[src/rtl/udb_fmt_pkg.sv]
// Shared types for the UDB stripping formatter.
// Assumes bytes are 8 bits and input words hold exactly two bytes.
package udb_fmt_pkg;

    // Wide-mode layout choice; the zero value is the reset default.
    typedef enum logic {
        FMT_UDB_PAIR  = 1'b0,   // both UDBs share the third word
        FMT_UDB_SPLIT = 1'b1    // spare UDB closes the cell
    } udb_fmt_e;

    // Load request from the cell tracker to the byte holder.
    typedef struct packed {
        logic [1:0] cnt;   // kept bytes in this word: 0, 1 or 2
        logic [7:0] b0;    // first byte to emit
        logic [7:0] b1;    // second byte (valid when cnt == 2)
        logic       soc;   // b0 is header byte 1 of a cell
    } ld_req_t;

endpackage

[src/rtl/udb_cell_tracker.sv]
// Cell tracker: follows the word position inside a cell, latches width and
// layout at the start word, and decides which bytes of each accepted word
// are kept. Assumes CELL_BYTES is odd, so a wide cell is (CELL_BYTES+1)/2
// words including one spare UDB.
module udb_cell_tracker
    import udb_fmt_pkg::*;
#(
    parameter int CELL_BYTES = 53,
    parameter int HDR_BYTES  = 4
) (
    input  logic          clk,
    input  logic          rst_n,
    input  logic          wide_mode,
    input  logic          fmt_sel,
    input  logic [15:0]   in_data,
    input  logic          in_sof,
    input  logic          accept,
    output ld_req_t       ld
);
    localparam int WORDS_WIDE   = (CELL_BYTES + 1) / 2;
    localparam int WORDS_NARROW = CELL_BYTES;
    localparam int IW           = $clog2(WORDS_NARROW);
    localparam logic [IW-1:0] LAST_WIDE   = IW'(WORDS_WIDE - 1);
    localparam logic [IW-1:0] LAST_NARROW = IW'(WORDS_NARROW - 1);
    localparam logic [IW-1:0] DROP_PAIR   = IW'(HDR_BYTES / 2);
    localparam logic [IW-1:0] DROP_SPLIT  = IW'(WORDS_WIDE - 1);

    logic           in_cell_q;
    logic [IW-1:0]  idx_q;
    logic           wide_q;
    udb_fmt_e       fmt_q;

    logic           cur_wide;
    udb_fmt_e       cur_fmt;
    logic [IW-1:0]  cur_idx;
    logic [IW-1:0]  last_idx;
    logic           take;
    logic           drop_lo;

    // Select live config for a start word, latched config inside a cell.
    always_comb begin
        cur_wide = in_cell_q ? wide_q : wide_mode;
        cur_fmt  = in_cell_q ? fmt_q  : udb_fmt_e'(fmt_sel);
        cur_idx  = in_cell_q ? idx_q  : '0;
        last_idx = cur_wide ? LAST_WIDE : LAST_NARROW;
        take     = in_cell_q | in_sof;
        drop_lo  = cur_wide &&
                   ((cur_fmt == FMT_UDB_PAIR  && cur_idx == DROP_PAIR) ||
                    (cur_fmt == FMT_UDB_SPLIT && cur_idx == DROP_SPLIT));
    end

    // Build the load request for the byte holder.
    always_comb begin
        ld.b0  = cur_wide ? in_data[15:8] : in_data[7:0];
        ld.b1  = in_data[7:0];
        ld.soc = !in_cell_q;
        if (!(accept && take))
            ld.cnt = 2'd0;
        else if (!cur_wide || drop_lo)
            ld.cnt = 2'd1;
        else
            ld.cnt = 2'd2;
    end

    // Advance the word position and latch the config at the start word.
    always_ff @(posedge clk) begin
        if (!rst_n) begin
            in_cell_q <= 1'b0;
            idx_q     <= '0;
            wide_q    <= 1'b0;
            fmt_q     <= FMT_UDB_PAIR;
        end else if (accept && take) begin
            if (!in_cell_q) begin
                wide_q <= wide_mode;
                fmt_q  <= udb_fmt_e'(fmt_sel);
            end
            if (cur_idx == last_idx) begin
                in_cell_q <= 1'b0;
                idx_q     <= '0;
            end else begin
                in_cell_q <= 1'b1;
                idx_q     <= cur_idx + 1'b1;
            end
        end
    end

endmodule

[src/rtl/udb_byte_hold.sv]
// Byte holder and serializer: keeps up to two bytes of one word and emits
// one byte per cycle through registered outputs. Assumes a load arrives only
// while ready is high, that is, when the holder empties at the same edge.
module udb_byte_hold
    import udb_fmt_pkg::*;
(
    input  logic        clk,
    input  logic        rst_n,
    input  ld_req_t     ld,
    output logic        ready,
    output logic [7:0]  out_byte,
    output logic        out_valid,
    output logic        out_soc
);
    logic [1:0] cnt_q;
    logic [7:0] b0_q;
    logic [7:0] b1_q;
    logic       soc_q;

    // Ready when at most one byte is held, since it leaves at this edge.
    assign ready = (cnt_q <= 2'd1);

    // Shift one byte out per cycle and reload from the tracker.
    always_ff @(posedge clk) begin
        if (!rst_n) begin
            cnt_q     <= 2'd0;
            b0_q      <= '0;
            b1_q      <= '0;
            soc_q     <= 1'b0;
            out_byte  <= '0;
            out_valid <= 1'b0;
            out_soc   <= 1'b0;
        end else begin
            out_valid <= (cnt_q != 2'd0);
            out_soc   <= (cnt_q != 2'd0) && soc_q;
            if (cnt_q != 2'd0) begin
                out_byte <= b0_q;
                b0_q     <= b1_q;
                cnt_q    <= cnt_q - 2'd1;
                soc_q    <= 1'b0;
            end
            if (ld.cnt != 2'd0) begin
                b0_q  <= ld.b0;
                b1_q  <= ld.b1;
                cnt_q <= ld.cnt;
                soc_q <= ld.soc;
            end
        end
    end

endmodule

[src/rtl/udb_strip_formatter.sv]
// Top of the UDB stripping formatter: takes cells as 16-bit words (wide) or
// low bytes (narrow), removes the spare UDB of wide cells and emits a
// CELL_BYTES-byte cell stream with a start-of-cell flag.
// Assumes the downstream side takes a byte on every cycle it is valid.
module udb_strip_formatter
    import udb_fmt_pkg::*;
#(
    parameter int CELL_BYTES = 53,
    parameter int HDR_BYTES  = 4
) (
    input  logic        clk,
    input  logic        rst_n,
    input  logic        wide_mode,
    input  logic        fmt_sel,
    input  logic [15:0] in_data,
    input  logic        in_valid,
    input  logic        in_sof,
    output logic        in_ready,
    output logic [7:0]  out_byte,
    output logic        out_valid,
    output logic        out_soc
);
    ld_req_t    ld_req;
    logic       accept;
    logic [1:0] ld_cnt;

    assign accept = in_valid & in_ready;
    assign ld_cnt = ld_req.cnt;

    udb_cell_tracker #(
        .CELL_BYTES (CELL_BYTES),
        .HDR_BYTES  (HDR_BYTES)
    ) u_trk (
        .clk       (clk),
        .rst_n     (rst_n),
        .wide_mode (wide_mode),
        .fmt_sel   (fmt_sel),
        .in_data   (in_data),
        .in_sof    (in_sof),
        .accept    (accept),
        .ld        (ld_req)
    );

    udb_byte_hold u_hold (
        .clk       (clk),
        .rst_n     (rst_n),
        .ld        (ld_req),
        .ready     (in_ready),
        .out_byte  (out_byte),
        .out_valid (out_valid),
        .out_soc   (out_soc)
    );

endmodule

[config.mk]
export PLATFORM = sky130hd
export DESIGN_NAME = udb_strip_formatter
export DESIGN_NICKNAME = d
export VERILOG_FILES = /design/src/rtl/udb_fmt_pkg.sv /design/src/rtl/udb_cell_tracker.sv /design/src/rtl/udb_byte_hold.sv /design/src/rtl/udb_strip_formatter.sv
export SDC_FILE = /design/constraint.sdc
export NUM_CORES = 1
export LEC_CHECK = 0
export ABC_AREA = 1
export CAP_MARGIN = 20
export CORE_MARGIN = 1.5
export CORE_UTILIZATION = 50
export DETAILED_ROUTE_END_ITERATION = 12
export DONT_BUFFER_PORTS = 1
export GPL_TIMING_DRIVEN = 0
export PLACE_DENSITY = 0.73
export REMOVE_ABC_BUFFERS = 1
export SETUP_SLACK_MARGIN = 0.1
export SLEW_MARGIN = 20
export SYNTH_ARGS = -nofsm -noshare
export SYNTH_HDL_FRONTEND = slang
export SYNTH_SLANG_ARGS = --single-unit
export TNS_END_PERCENT = 1
[constraint.sdc]
create_clock -name clk -period 3.34 [get_ports clk]
set_clock_uncertainty 0.2 [all_clocks]
set_input_delay 0.501 -clock clk [delete_from_list [all_inputs] [get_ports clk]]
set_output_delay 0.501 -clock clk [all_outputs]
set_load 0.01 [all_outputs]
==> impl_metrics.yaml, run 1 <==
floorplan:
  dieHeight_um: 63.5
  coreArea_um2: 3420
  num_rows: 21
  fp.dieW_um: 63.5
  ios: 33
  die_area_um2: 4030
  start_util: 0.536
clocking:
  cts_hold_buf: 0
  cts_made_buffers: 5
  cts_root_buf: "clkbuf_4"
  cts.htree.levels: 2
  postCtsSetupBuffers: 0
  worst_skew_pair.late_latency_ns: 0.34
  clock_sinks: 38
  cts_tree: "done"
  cts.clk_slew.worst_paths_ns: 0.12
  cts_resized: 0
  clockBufferDepth: 2
timing:
  drv_slew: 0
  finalSetupViolCount: 0
  worst_pin_slew_ns: 0.720
  rsz0062_at_grt: "no"
  period_needed_ns: 2.25
  hold_violations: 0
  setup-tns-final_ns: 0
  max-slew-margin-rel: 0.520
  period_share: 0.673
  timing.fmax_mhz: 445
detailed_routing:
  avgViaCountPerCell: 5.28
  ant_nets: 0
  totalWireLength_um: 3730
  first_pass_iters: 4
  drc: 0
  drt-initial-drc-count: 104
  num_vias: 1569
  drt-wirelength-per-cell_um: 12.5
layout:
  multiInputGateArea_um2: 867
  final_common_cell: "nand2_1"
  drive_gt1_frac: 0.0757
  regArea_um2: 761
  final_net_count: 276
  mostFrequentLayoutCells: "49 x nand2_1, 38 x dfxtp_1, 36 x a21oi_1"
  syn_to_final_growth_pct: 1.23
  fillers: 347
  diodes: 0
  post-route-util: 0.542
pwr:
  p_per_area_nw_per_um2: 710
  p_sw_frac: 0.385
  p_leak_nw: 0.795
  p_clk_frac: 0.191
  seqPwrFrac: 0.513
  max-vdd-ir-drop_uv: 404
  pwr-share-comb: 0.296
  finalPower_w: 0.00132
  switchingPower_w: 0.000507
  p_int_w: 0.000809
run_status:
  status: "finished clean"
setup_path:
  crit_arrival_ns: 2.28
  r2r-end: "u_hold.b0_q[6]"
  reg2reg_slack_ns: 1.09
  r2r_start: "u_hold.cnt_q[1]"
  critPathLaunchType: "flop"
  crit_fanout: 38
  path_class: "flop to flop"
  cp-startpoint: "u_hold.cnt_q[1]"
  crit_required_ns: 3.37
  crit_path_end_kind: "flop"
  r2r_cells: 7
hold_path:
  whs_endpoint: "u_hold.out_byte[4]"
  hold_path.startpoint: "rst_n"
  min_delay_path_depth: 2
  min_path_type: "primary input to flop"
logic_synthesis:
  netlist_instances: 256
  ys_seq_area_frac: 0.416
  synth_area_um2: 1830
  yosysUniqueCellTypes: 28
  synth_warnings: 0
  syn_avg_cell_area_um2: 7.15
  ys_seq_elements: 38
place:
  portBuffers: 0
  dp_hpwl_um: 2410
  gp_congestion: 0.793
global_route:
  grt_pass1_wl_um: 6350
  grt_max_degree: 39
  grt_usage: 0.200
  antenna_found_initial: 0
  grt_pass1_vias: 1432
  overflow: 0
job:
  drv_cap: 0
how the worst max path moves through the flow:
stage / cells after the start / to
after global routing: 7 / u_hold.b0_q[4]
after detailed placement: 7 / u_hold.b0_q[6]
after CTS: 7 / u_hold.b0_q[6]
after global placement: 7 / u_hold.b0_q[6]
after floorplan: 7 / u_hold.b0_q[0]
final: 7 / u_hold.b0_q[6]
cell families after synthesis:
kind of cell,after synthesis,share of synthesized area
simple gates,96,0.227
buf+inv,41,0.111
fa+ha+maj,4,0.0273
compound gates,75,0.210
xor+xnor,2,0.00957
flops,38,0.416
cell usage after synthesis, drive strengths merged:
master | instances | area [um^2]
a21oi | 36 | 180
ha | 4 | 50.1
nand3 | 13 | 70.1
nand3b | 1 | 7.51
nand4 | 1 | 6.26
clkbuf | 6 | 22.5
xnor2 | 1 | 8.76
o21ai | 37 | 189
dfxtp | 38 | 761
or2 | 1 | 8.76
o21a | 2 | 15.0
xor2 | 1 | 8.76
clkinv | 1 | 3.75
buf | 7 | 72.6
inv | 27 | 104
nand2 | 54 | 220
nor2 | 26 | 103
layer usage:
metal | GRT usage | share of wire | vias up
li1 | - | - | 816
met1 | 0.248 | 0.47 | 703
met2 | 0.328 | 0.45 | 43
met3 | 0.0607 | 0.060 | 7
met4 | 0.0679 | 0.014 | 0
met5 | 0 | 0 | -
critical path, stage by stage (launching register included):
cell and delay, ns:
dfxtp_1 0.34, inv_1 0.06, ha_1 0.17, or2_4 0.27, nand2_2 0.53, nand2_2 0.27, o21ai_0 0.24, a21oi_1 0.06
sequential cells by signal (all words and copies together) (netlist names):
name / flops
u_trk.fmt_q: 1
u_hold.b1_q: 8
u_hold.out_valid: 1
u_hold.out_soc: 1
u_trk.in_cell_q: 1
u_hold.soc_q: 1
u_trk.wide_q: 1
u_hold.out_byte: 8
u_hold.b0_q: 8
u_trk.idx_q: 6
u_hold.cnt_q: 2
stage by stage:
step	cells	setup slack [ns]	instance area, um^2	hold WS [ns]
2_1_floorplan	243	1.48	1740	0.220
3_3_place_gp	289	1.08	1790	0.243
3_5_place_dp	289	1.09	1790	0.246
4_1_cts	297	1.06	1850	0.0697
5_1_grt	297	0.840	1850	0.0691
6_report	297	1.09	1850	0.0760
power groups by stage:
stage	sequential (W)	clock, W	combinational, W
5_1_grt	0.000692	0.000269	0.000465
2_1_floorplan	0.000666	0	0.000311
3_3_place_gp	0.000682	0	0.000386
4_1_cts	0.000674	0.000253	0.000394
3_5_place_dp	0.000685	0	0.000393
6_report	0.000675	0.000251	0.000390
cell type report:
type | instances | share of cell area
multi-input cells | 177 | 0.468
flip-flops and latches | 38 | 0.411
clock buffers | 7 | 0.0297
clock inverters | 1 | 0.00270
inverters | 28 | 0.0581
well taps | 46 | 0.0311
Power figures use the tool's default switching activity.
==> run 2: changes to the inputs <==
Clock period 3.34 ns to 2.1 ns, I/O delays scaled along.
==> impl_metrics.yaml, run 2 (synthesis gave the netlist of run 1 again) <==
setup_path:
  crit_path_end_kind: "flop"
  r2r_start: "u_hold.cnt_q[1]"
  crit_required_ns: 2.13
  path_class: "flop to flop"
  crit_path_end: "u_hold.b0_q[6]"
  cp-startpoint: "u_hold.cnt_q[1]"
  critPathLaunchType: "flop"
  r2r_cells: 7
  crit_fanout: 38
  crit_arrival_ns: 1.88
  reg2reg_slack_ns: 0.25
  r2r-end: "u_hold.b0_q[6]"
timing:
  period_share: 0.881
  period_needed_ns: 1.85
  drv_slew: 0
  max-slew-margin-rel: 0.544
  timing.fmax_mhz: 541
  setup_slack_ns: 0.250
  rsz0062_at_grt: "yes"
  finalSetupViolCount: 0
  worst_pin_slew_ns: 0.684
  hold_violations: 0
detailed_routing:
  totalWireLength_um: 3990
  drt-wirelength-per-cell_um: 12.7
  ant_nets: 0
  first_pass_iters: 4
  num_vias: 1654
  drc: 0
  avgViaCountPerCell: 5.28
  drt-initial-drc-count: 109
global_route:
  grt_max_degree: 39
  grt_pass1_wl_um: 6820
  antenna_found_initial: 0
  overflow: 0
  grt_usage: 0.215
  grt_pass1_vias: 1514
clocking:
  postCtsSetupBuffers: 0
  cts.clk_slew.worst_paths_ns: 0.11
  clock_sinks: 38
  cts_made_buffers: 5
  worst_skew_pair.late_latency_ns: 0.34
  cts_tree: "done"
  cts.htree.levels: 2
  cts_root_buf: "clkbuf_4"
  clockBufferDepth: 2
layout:
  mostFrequentLayoutCells: "49 x nand2_1, 37 x dfxtp_1, 36 x a21oi_1"
  fillers: 314
  diodes: 0
  multiInputGateArea_um2: 891
  regArea_um2: 762
  final_common_cell: "nand2_1"
  fin_area_um2: 2040
  final_net_count: 292
  drive_gt1_frac: 0.0787
  top_regs: "u_hold.b0_q (8), u_hold.b1_q (8), u_hold.out_byte (8)"
  syn_to_final_growth_pct: 11.3
floorplan:
  num_rows: 21
  start_util: 0.536
  coreArea_um2: 3420
  ios: 33
  dieHeight_um: 63.5
  die_area_um2: 4030
  fp.dieW_um: 63.5
place:
  gp_congestion: 0.793
  placed_cell_area_um2: 1790
  pre_cts_ws_ns: -0.148
  portBuffers: 0
  dp_hpwl_um: 2410
pwr:
  max-vdd-ir-drop_uv: 619
  p_leak_nw: 0.865
  p_per_area_nw_per_um2: 1050
run_status:
  status: "finished clean"
job:
  drv_cap: 0
hold_path:
  min_path_type: "primary input to flop"
[run 2: final cells by class]
| type | count | share of cell area |
|---|---|---|
| repair buffers | 16 | 0.0786 |
| flip-flops and latches | 38 | 0.374 |
| well taps | 46 | 0.0282 |
| multi-input cells | 177 | 0.437 |
| clock buffers | 7 | 0.0270 |
| inverters | 28 | 0.0528 |
| clock inverters | 1 | 0.00246 |
[run 2: through the flow]
step / total power, W / hold slack (ns) / TNS, ns / utilization / instances
after floorplan: 0.00155 / 0.220 / 0 / - / 243
after global placement: 0.00170 / 0.243 / -1.90 / 0.525 / 289
after detailed placement: 0.00171 / 0.246 / -1.89 / 0.525 / 289
after CTS: 0.00214 / 0.00547 / 0 / 0.592 / 313
after global routing: 0.00233 / 0.00919 / 0 / 0.597 / 313
final: 0.00214 / 0.0168 / 0 / 0.597 / 313
[run 2: repair_timing]
item	4_1_cts	5_1_grt
gates resized for setup	2	4
hold buffers	16	0
endpoints found under the hold margin	26	0
setup endpoints to repair	37	27
[run 2: critical path: stages, from the launching register on]
cell	delay [ns]
dfxtp_1	0.34
inv_1	0.07
ha_1	0.18
or2_4	0.29
nand2_8	0.21
nand2_2	0.18
o21ai_0	0.21
a21oi_1	0.06
[run 2: layer usage]
| metal | GRT usage | share of wire | vias up |
|---|---|---|---|
| met3 | 0.0571 | 0.059 | 7 |
| met5 | 0 | 0 | - |
| met4 | 0.0652 | 0.013 | 0 |
| met1 | 0.269 | 0.46 | 745 |
| met2 | 0.361 | 0.47 | 51 |
| li1 | - | - | 851 |
[run 2: power breakdown]
group | switching [W] | total [W] | internal, W
registers | 0.000157 | 0.00108 | 0.000919
logic | 0.000440 | 0.000679 | 0.000239
clock network | 0.000228 | 0.000390 | 0.000162
[run 2: how the worst min path moves through the flow]
stage / startpoint / to / slack [ns] / depth (start not counted)
after floorplan: u_hold.soc_q / u_hold.out_soc / 0.22 / 2
after global placement: u_hold.soc_q / u_hold.out_soc / 0.24 / 2
after detailed placement: u_hold.soc_q / u_hold.out_soc / 0.25 / 2
after CTS: in_data[14] / u_hold.b0_q[6] / 0.005 / 2
after global routing: in_data[14] / u_hold.b0_q[6] / 0.009 / 2
final: in_data[7] / u_hold.b0_q[7] / 0.02 / 4
